$ cat src/rtl/mdm_pkg.sv
`timescale 1ns/1ps
// Shared types for the modem control/status block.
// Assumes the line nibble order carrier, ring, data-set-ready, clear-to-send
// (msb to lsb), which is also the order of the change flags.
package mdm_pkg;
    localparam int NUM_LINES = 4;
    localparam int CTL_W     = 5;

    typedef struct packed {
        logic loop;
        logic out2;
        logic out1;
        logic rts;
        logic dtr;
    } mctl_t;

    typedef struct packed {
        logic dcd;
        logic ri;
        logic dsr;
        logic cts;
    } mline_t;

    localparam mctl_t  CTL_RST  = '{loop: 1'b0, out2: 1'b1, out1: 1'b0, rts: 1'b0, dtr: 1'b0};
    localparam mline_t LINE_RST = '{dcd: 1'b1, ri: 1'b0, dsr: 1'b1, cts: 1'b1};
endpackage

$ cat src/rtl/mdm_sync.sv
`timescale 1ns/1ps
// Multi-stage synchronizer, one chain per line.
// Assumes STAGES >= 2; each chain resets to the matching bit of RST_VAL so
// that no false change is seen after reset when lines sit at idle level.
module mdm_sync #(
    parameter int              N       = 4,
    parameter int              STAGES  = 2,
    parameter logic [N-1:0]    RST_VAL = '0
) (
    input  logic         clk,
    input  logic         rst_n,
    input  logic [N-1:0] async_in,
    output logic [N-1:0] sync_out
);
    for (genvar i = 0; i < N; i++) begin : g_line
        logic [STAGES-1:0] sh;
        // shift the raw line through the flop chain
        always_ff @(posedge clk) begin
            if (!rst_n) begin
                sh <= {STAGES{RST_VAL[i]}};
            end else begin
                sh <= {sh[STAGES-2:0], async_in[i]};
            end
        end
        assign sync_out[i] = sh[STAGES-1];
    end
endmodule

$ cat src/rtl/mdm_ctl_reg.sv
`timescale 1ns/1ps
// Control register: stores the five defined control bits on a write strobe.
// Assumes the caller passes only the stored bit slice of the write data.
module mdm_ctl_reg
    import mdm_pkg::*;
(
    input  logic             clk,
    input  logic             rst_n,
    input  logic             wr_stb,
    input  logic [CTL_W-1:0] wbits,
    output mctl_t            ctl_q
);
    // capture control bits on a write, reset to general output 2 only
    always_ff @(posedge clk) begin
        if (!rst_n) begin
            ctl_q <= CTL_RST;
        end else if (wr_stb) begin
            ctl_q <= mctl_t'(wbits);
        end
    end
endmodule

$ cat src/rtl/mdm_delta.sv
`timescale 1ns/1ps
// Line state copy and sticky change flags.
// Compares the selected line source with the registered copy every cycle.
// Carrier, data-set-ready and clear-to-send flag both edges; ring flags only
// its falling edge. A clear request and a new change on the same edge leave
// the new change set.
module mdm_delta
    import mdm_pkg::*;
(
    input  logic                 clk,
    input  logic                 rst_n,
    input  mline_t               src,
    input  logic                 clr,
    output mline_t               lines_q,
    output logic [NUM_LINES-1:0] delta_q
);
    mline_t               chg;
    logic [NUM_LINES-1:0] set_v;

    // per-line change events for this cycle
    always_comb begin
        chg   = lines_q ^ src;
        set_v = {chg.dcd, lines_q.ri & ~src.ri, chg.dsr, chg.cts};
    end

    // track the line copy and accumulate flags, set winning over clear
    always_ff @(posedge clk) begin
        if (!rst_n) begin
            lines_q <= LINE_RST;
            delta_q <= '0;
        end else begin
            lines_q <= src;
            delta_q <= (clr ? '0 : delta_q) | set_v;
        end
    end
endmodule

$ cat src/rtl/mdm_ctl_stat.sv
`timescale 1ns/1ps
// Modem control and status register pair with internal loopback.
// Assumes reg_sel 0 = control, 1 = status; read data is combinational and a
// status read outside loopback clears change flags at the read's clock edge.
// Interrupt arbitration against other sources is done outside this block.
module mdm_ctl_stat
    import mdm_pkg::*;
#(
    parameter int DATA_W      = 8,
    parameter int SYNC_STAGES = 2
) (
    input  logic              clk,
    input  logic              rst_n,
    input  logic              wr_en,
    input  logic              rd_en,
    input  logic              reg_sel,
    input  logic [DATA_W-1:0] wdata,
    output logic [DATA_W-1:0] rdata,
    input  logic              msi_en,
    input  logic              cts_in,
    input  logic              dsr_in,
    input  logic              dcd_in,
    input  logic              ri_in,
    output logic              rts_out,
    output logic              dtr_out,
    output logic              out1_out,
    output logic              out2_out,
    output logic              irq
);
    localparam int STAT_W = 2 * NUM_LINES;

    mctl_t                ctl_q;
    mline_t               ext_sync;
    mline_t               loop_map;
    mline_t               line_src;
    mline_t               lines_q;
    mline_t               line_view;
    logic [NUM_LINES-1:0] delta_q;
    logic                 stat_clr;
    logic                 wdata_unused;

    assign wdata_unused = ^wdata[DATA_W-1:CTL_W];

    mdm_ctl_reg u_ctl (
        .clk    (clk),
        .rst_n  (rst_n),
        .wr_stb (wr_en && !reg_sel),
        .wbits  (wdata[CTL_W-1:0]),
        .ctl_q  (ctl_q)
    );

    mdm_sync #(
        .N       (NUM_LINES),
        .STAGES  (SYNC_STAGES),
        .RST_VAL (LINE_RST)
    ) u_sync (
        .clk      (clk),
        .rst_n    (rst_n),
        .async_in ({dcd_in, ri_in, dsr_in, cts_in}),
        .sync_out (ext_sync)
    );

    // loopback cross map from control bits to status lines, and source pick
    always_comb begin
        loop_map.dcd = ctl_q.out2;
        loop_map.ri  = ctl_q.out1;
        loop_map.dsr = ctl_q.dtr;
        loop_map.cts = ctl_q.rts;
        line_src     = ctl_q.loop ? loop_map : ext_sync;
    end

    assign stat_clr = rd_en && reg_sel && !ctl_q.loop;

    mdm_delta u_delta (
        .clk     (clk),
        .rst_n   (rst_n),
        .src     (line_src),
        .clr     (stat_clr),
        .lines_q (lines_q),
        .delta_q (delta_q)
    );

    // status upper nibble: looped values directly in loopback, else line copy
    assign line_view = ctl_q.loop ? loop_map : lines_q;

    // read mux for the two registers
    always_comb begin
        if (reg_sel) begin
            rdata = DATA_W'({line_view, delta_q});
        end else begin
            rdata = DATA_W'(ctl_q);
        end
    end

    // external outputs, held inactive during loopback
    always_comb begin
        rts_out  = ctl_q.rts  && !ctl_q.loop;
        dtr_out  = ctl_q.dtr  && !ctl_q.loop;
        out1_out = ctl_q.out1 && !ctl_q.loop;
        out2_out = ctl_q.out2 && !ctl_q.loop;
    end

    assign irq = msi_en && (delta_q != '0);

    initial begin
        if (STAT_W > DATA_W) $display("mdm_ctl_stat: DATA_W too narrow");
    end
endmodule

$ cat config.mk
export PLATFORM = sky130hd
export DESIGN_NAME = mdm_ctl_stat
export DESIGN_NICKNAME = d
export VERILOG_FILES = /design/src/rtl/mdm_pkg.sv /design/src/rtl/mdm_sync.sv /design/src/rtl/mdm_ctl_reg.sv /design/src/rtl/mdm_delta.sv /design/src/rtl/mdm_ctl_stat.sv
export SDC_FILE = /design/constraint.sdc
export NUM_CORES = 1
export LEC_CHECK = 0
export ABC_AREA = 1
export CORE_MARGIN = 1.5
export CORE_UTILIZATION = 60
export CTS_CLUSTER_DIAMETER = 30
export CTS_CLUSTER_SIZE = 12
export DETAILED_ROUTE_END_ITERATION = 6
export DONT_BUFFER_PORTS = 1
export PLACE_DENSITY = 0.75
export SLEW_MARGIN = 10
export SYNTH_ARGS = -nofsm -noshare
export SYNTH_HDL_FRONTEND = slang
export SYNTH_SLANG_ARGS = --single-unit
$ cat constraint.sdc
create_clock -name clk -period 2.05 [get_ports clk]
set_clock_uncertainty 0.1 [all_clocks]
set_input_delay 0.1025 -clock clk [delete_from_list [all_inputs] [get_ports clk]]
set_output_delay 0.1025 -clock clk [all_outputs]
set_load 0.03 [all_outputs]
==> impl_metrics.env, run 1 <==
export IMPL_drtIter0Drc=30
export IMPL_hold_violations=0
export IMPL_clock_path_buffers=2
export IMPL_crit_family="buffers and inverters"
export IMPL_path_cells="inv_8 > nand3_4 > dlygate4sd3_1 > nand2_1 > nand3_1 > nand2_1 > inv_1"
export IMPL_tns_ps=0
export IMPL_critPathLaunchType="flip-flop"
export IMPL_numPlacedInstances=135
export IMPL_dp_hpwl_um=1230
export IMPL_start_util_pct=66.5
export IMPL_diodes=0
export IMPL_dr_pass1_iters=4
export IMPL_antenna_found_initial=0
export IMPL_route_met2_wl_um=977
export IMPL_die_area_sq_um=1740
export IMPL_synth_top_area_share_pct=46.8
export IMPL_root_buffer="clkbuf_4"
export IMPL_max_cap_violations=0
export IMPL_drcViolationCount=0
export IMPL_yosys_register_bits=21
export IMPL_syn2layout_area_growth_pct=29.5
export IMPL_crit_required_ps=2230
export IMPL_powerDensity_nw_per_um2=736
export IMPL_slowest_stage="dfxtp_1"
export IMPL_synth_edf_count=0
export IMPL_outcome="complete, no violations"
export IMPL_synth_largest_area_cell="dfxtp_1"
export IMPL_clk_latency_ps=320
export IMPL_syn_area_sq_um=898
export IMPL_place_ws_ps=630
export IMPL_postCtsSetupBuffers=0
export IMPL_place_congestion=0.792
export IMPL_avgViaCountPerCell=5.32
export IMPL_dr_wl_met3_um=123
export IMPL_wl_per_cell_um=12.9
export IMPL_die_x_um=41.7
export IMPL_ys_seq_area_share_pct=46.8
export IMPL_grt_pass1_wl_um=3460
export IMPL_power_leakage_uw=0.000556
export IMPL_maxSlewViolCount=0
export IMPL_synth_main_ff_cell="dfxtp_1"
export IMPL_finalNonFillerCells=157
export IMPL_fillCellCount=79
export IMPL_cts_tree="built"
export IMPL_fin_nets=161
export IMPL_htreeDepth=1
export IMPL_path_buf_inv=3
export IMPL_ir_drop_mv=0.645
export IMPL_syn_nets=133
export IMPL_syn_inst=115
export IMPL_finalCritPeriodShare_pct=89.0
export IMPL_wl_um=2020
export IMPL_portBuffers=0
export IMPL_clock_sink_count=21
export IMPL_yosys_warnings=0
export IMPL_hp_class="primary input to flip-flop"
export IMPL_grt_use_total_pct=26.3
export IMPL_synthTopCellsByArea="dfxtp_1 47%, nand2_1 10%, inv_1 5.8%"
export IMPL_grt_ovfl_total=0
export IMPL_cp_slowest_stage_delay_ps=650
export IMPL_cp_common_cell="nand2_1"
export IMPL_max_slew_margin_pct=60.8
export IMPL_antenna_left=0
export IMPL_crit_type="flip-flop to flip-flop"
export IMPL_async_flop_share_pct=0
export IMPL_synth_common_cells="25 x nand2_1, 21 x dfxtp_1, 14 x inv_1"
export IMPL_synth_most_common_cell="nand2_1"
export IMPL_finish_utilization_pct=86.2
export IMPL_worst_slew_pin_slew_ps=584
export IMPL_grt_max_degree=15
export IMPL_syn_avg_cell_area_sq_um=7.81
export IMPL_grt_pass1_vias=845
export IMPL_setup_viol=0
export IMPL_drive_gt1_share_pct=19.0
export IMPL_fin_crit_ps=1820
export IMPL_die_h_um=41.7
export IMPL_rows=13
export IMPL_critPathCaptureType="flip-flop"
export IMPL_cp_max_fo=10
export IMPL_highest_layer="met4"
export IMPL_setup_ws_ps=226
export IMPL_cts_clk_slew_worst_paths_ps=130
export IMPL_wl_met1_um=849
export IMPL_core_sq_um=1350
export IMPL_synth_distinct_cells=20
export IMPL_vias=836
export IMPL_numCtsBuffers=3
export IMPL_grt_setup_unrepaired="false"
export IMPL_arrival_ps=2000
export IMPL_ios=31
export IMPL_clock_fmax_ghz=0.548
cell type report:
| class | instances | area [sq um] | share of cell area [%] |
|---|---|---|---|
| sequential | 21 | 420 | 36.1 |
| multi-input combinational | 75 | 387 | 33.2 |
| timing repair buffer | 26 | 240 | 20.6 |
| inverter | 16 | 67.6 | 5.81 |
| clock buffer | 3 | 22.5 | 1.94 |
| tap | 15 | 18.8 | 1.61 |
| clock inverter | 1 | 7.51 | 0.645 |
cells by family (layout without fill, tap and decap cells):
logic type / count (synthesis) / count (layout) / share of synthesized area (%)
AO/OA/AOI/OAI: 21 / 21 / 12.5
buffers and inverters: 19 / 46 / 10.2
flip-flops: 21 / 21 / 46.8
AND/OR/NAND/NOR: 54 / 54 / 30.5
flip-flops by register name, summed over array words and instances (netlist names):
signal	cells
u_delta.lines_q	4
u_ctl.ctl_q	5
u_delta.delta_q	4
u_sync.g_line.sh	8
layout by cell type, fill, tap and decap left out, types with 6 or more instances in the layout:
cell type      Yosys  routed
inv_1             14      14
dlygate4sd3_1      0      18
nand2_1           25      25
buf_4              1       8
or2_2              6       6
nor2_1             6       6
a21oi_1            7       7
nand3_1           10      10
o21ai_0            8       8
dfxtp_1           21      21
final timing paths:
check	start	end	slack (ps)	cells past startpoint
setup / recovery	u_ctl.ctl_q[4]	u_delta.delta_q[0]	230	7
hold / removal	dcd_in	u_sync.g_line[3].sh[0]	310	2
setup reg to reg	u_ctl.ctl_q[4]	u_delta.delta_q[0]	230	7
hold reg to reg	u_sync.g_line[1].sh[0]	u_sync.g_line[1].sh[1]	330	1
power by group:
part / internal [uW] / total, uW / switching, uW / leakage [uW]
combinational: 78.3 / 196 / 118 / 0.000368
clock: 74.6 / 207 / 133 / 0.0000139
sequential: 434 / 454 / 19.6 / 0.000174
what timing repair did:
item,CTS,global route
gates resized for setup,0,0
hold buffers,18,0
hold endpoints to repair,21,0
layer usage:
metal / track usage (%) / vias up
met2: 43.4 / 31
met3: 6.09 / 7
met4: 15.5 / 0
met1: 30.7 / 380
met5: 0 / -
li1: - / 418
through the flow:
step	hold WS, ps	cell area (sq um)	total power, uW
floorplan	100	898	590
global placement	88.9	953	618
detailed placement	92.2	953	622
CTS	304	1160	857
global route	320	1160	896
finish	313	1160	857
Power figures use the tool's default switching activity.
==> run 2: changes to the inputs <==
- PLACE_DENSITY: 0.75 -> 0.72
==> impl_metrics.env, run 2 (synthesis results as in run 1) <==
export IMPL_grt_use_total_pct=27.0
export IMPL_critPathLaunchType="flip-flop"
export IMPL_switching_power_uw=256
export IMPL_worst_path_stages=5
export IMPL_die_x_um=41.7
export IMPL_tns_ps=0
export IMPL_die_area_sq_um=1740
export IMPL_numCtsBuffers=3
export IMPL_powerDensity_nw_per_um2=734
export IMPL_drcViolationCount=0
export IMPL_grt_max_degree=15
export IMPL_place_congestion=0.827
export IMPL_worst_slew_pin_slew_ps=582
export IMPL_setup_viol=0
export IMPL_r2r_start="u_ctl.ctl_q[4]"
export IMPL_sequentialPowerShare_pct=53.8
export IMPL_largest_register_ffs=8
export IMPL_final_common_cell="nand2_1"
export IMPL_vias=828
export IMPL_antenna_left=0
export IMPL_fin_crit_ps=1810
export IMPL_p_total_uw=843
export IMPL_htreeDepth=1
export IMPL_final_cell_mix="25 x nand2_1, 21 x dfxtp_1, 17 x dlygate4sd3_1"
export IMPL_grt_pass1_wl_um=3620
export IMPL_crit_required_ps=2190
export IMPL_cp_max_fo=10
export IMPL_hold_violations=0
export IMPL_max_cap_violations=0
export IMPL_portBuffers=0
export IMPL_root_buffer="clkbuf_4"
export IMPL_hp_class="primary input to flip-flop"
export IMPL_slowest_stage="dfxtp_1"
export IMPL_max_slew_margin_pct=60.9
export IMPL_clock_fmax_ghz=0.552
export IMPL_antenna_found_initial=0
export IMPL_p_clk_share_pct=23.4
export IMPL_cts_resized=0
export IMPL_reg_top3="u_sync.g_line.sh: 8 flops, u_ctl.ctl_q: 5 flops"
export IMPL_avgViaCountPerCell=5.31
export IMPL_crit_type="flip-flop to flip-flop"
export IMPL_fillCellCount=80
export IMPL_outcome="complete, no violations"
export IMPL_grt_pass1_vias=801
export IMPL_diodes=0
export IMPL_finalCritPeriodShare_pct=88.3
export IMPL_maxSlewViolCount=0
export IMPL_clock_path_buffers=2
export IMPL_cts_tree="built"
export IMPL_fin_nets=160
export IMPL_path_buf_inv=2
export IMPL_multiInputGateArea_sq_um=387
export IMPL_seq_area_sq_um=420
export IMPL_p_sw_share_pct=30.4
export IMPL_ir_drop_mv=0.564
export IMPL_grt_ovfl_total=0
export IMPL_top_register="u_sync.g_line.sh"
export IMPL_critPathCaptureType="flip-flop"
export IMPL_cp_slowest_stage_delay_ps=660
export IMPL_drtIter0Drc=16
export IMPL_path_cells="inv_8 > nand3_4 > dlygate4sd3_1 > nand2_1 > a21oi_1"
export IMPL_crit_family="buffers and inverters"
export IMPL_postCtsSetupBuffers=0
export IMPL_grt_setup_unrepaired="false"
export IMPL_core_sq_um=1350
export IMPL_p_int_uw=587
export IMPL_cts_hold_buf=17
export IMPL_reg2reg_depth=5
export IMPL_clock_sink_count=21
export IMPL_die_h_um=41.7
export IMPL_cts_clk_slew_worst_paths_ps=110
export IMPL_p_comb_share_pct=22.8
export IMPL_drive_gt1_share_pct=18.4
export IMPL_dr_pass1_iters=4
export IMPL_ios=31
export IMPL_min_path_cells=5
export IMPL_start_util_pct=66.5
export IMPL_startpoint="u_ctl.ctl_q[4]"
export IMPL_hold_path_startpoint="rd_en"
export IMPL_dp_hpwl_um=1210
export IMPL_rows=13
export IMPL_wl_um=1950
export IMPL_syn2layout_area_growth_pct=28.0
export IMPL_power_leakage_uw=0.000553
export IMPL_clk_latency_ps=300
export IMPL_wl_per_cell_um=12.5
export IMPL_arrival_ps=1950
-- run 2: changes by cell type in the layout (fill, tap and decap cells not counted), sizes merged --
cell and delta:
clkinvlp -1, clkbuf +1, dlygate4sd3 -1
-- run 2: per-stage QoR --
stage               hold WS, ps  instances  cell area (sq um)  util, %  setup WS (ps)
global placement           89.4        135                953     70.6            608
detailed placement         92.0        135                953     70.6            595
global route               45.3        156               1150     85.2            153
floorplan                   100        115                898        -            762
CTS                        1.53        156               1150     85.2            235
finish                     6.58        156               1150     85.2            239
-- run 2: final cells by class --
| class | count | area share, % |
|---|---|---|
| Clock buffer | 4 | 2.29 |
| Inverter | 16 | 5.88 |
| Multi-Input combinational cell | 75 | 33.6 |
| Sequential cell | 21 | 36.6 |
| Tap cell | 15 | 1.63 |
| Timing Repair Buffer | 25 | 20.0 |
-- run 2: power by group through the flow --
| stage | Clock, uW | Combinational [uW] | Sequential, uW |
|---|---|---|---|
| 6_report | 197 | 193 | 454 |
| 5_1_grt | 211 | 213 | 459 |
| 4_1_cts | 200 | 190 | 454 |
| 3_5_place_dp | 0 | 159 | 463 |
| 3_3_place_gp | 0 | 156 | 462 |
| 2_1_floorplan | 0 | 135 | 455 |
-- run 2: worst min-delay path, delay by kind of cell --
kind                   cells  cell delay, ps
and+or+nand+nor            4             230
buffers and inverters      1              40
-- run 2: layer usage --
layer  wire length (um)  global-route usage [%]  up-vias
met5                  0                       0        -
met4                 26                    9.68        0
met3                108                    5.22        4
met2                970                    44.7       27
met1                841                    34.8      379
li1                   -                       -      418
-- run 2: worst paths after layout --
path,end,slack (ps)
min,u_delta.delta_q[3],7
max reg2reg,u_delta.delta_q[2],240
max,u_delta.delta_q[2],240
min reg2reg,u_sync.g_line[2].sh[1],320
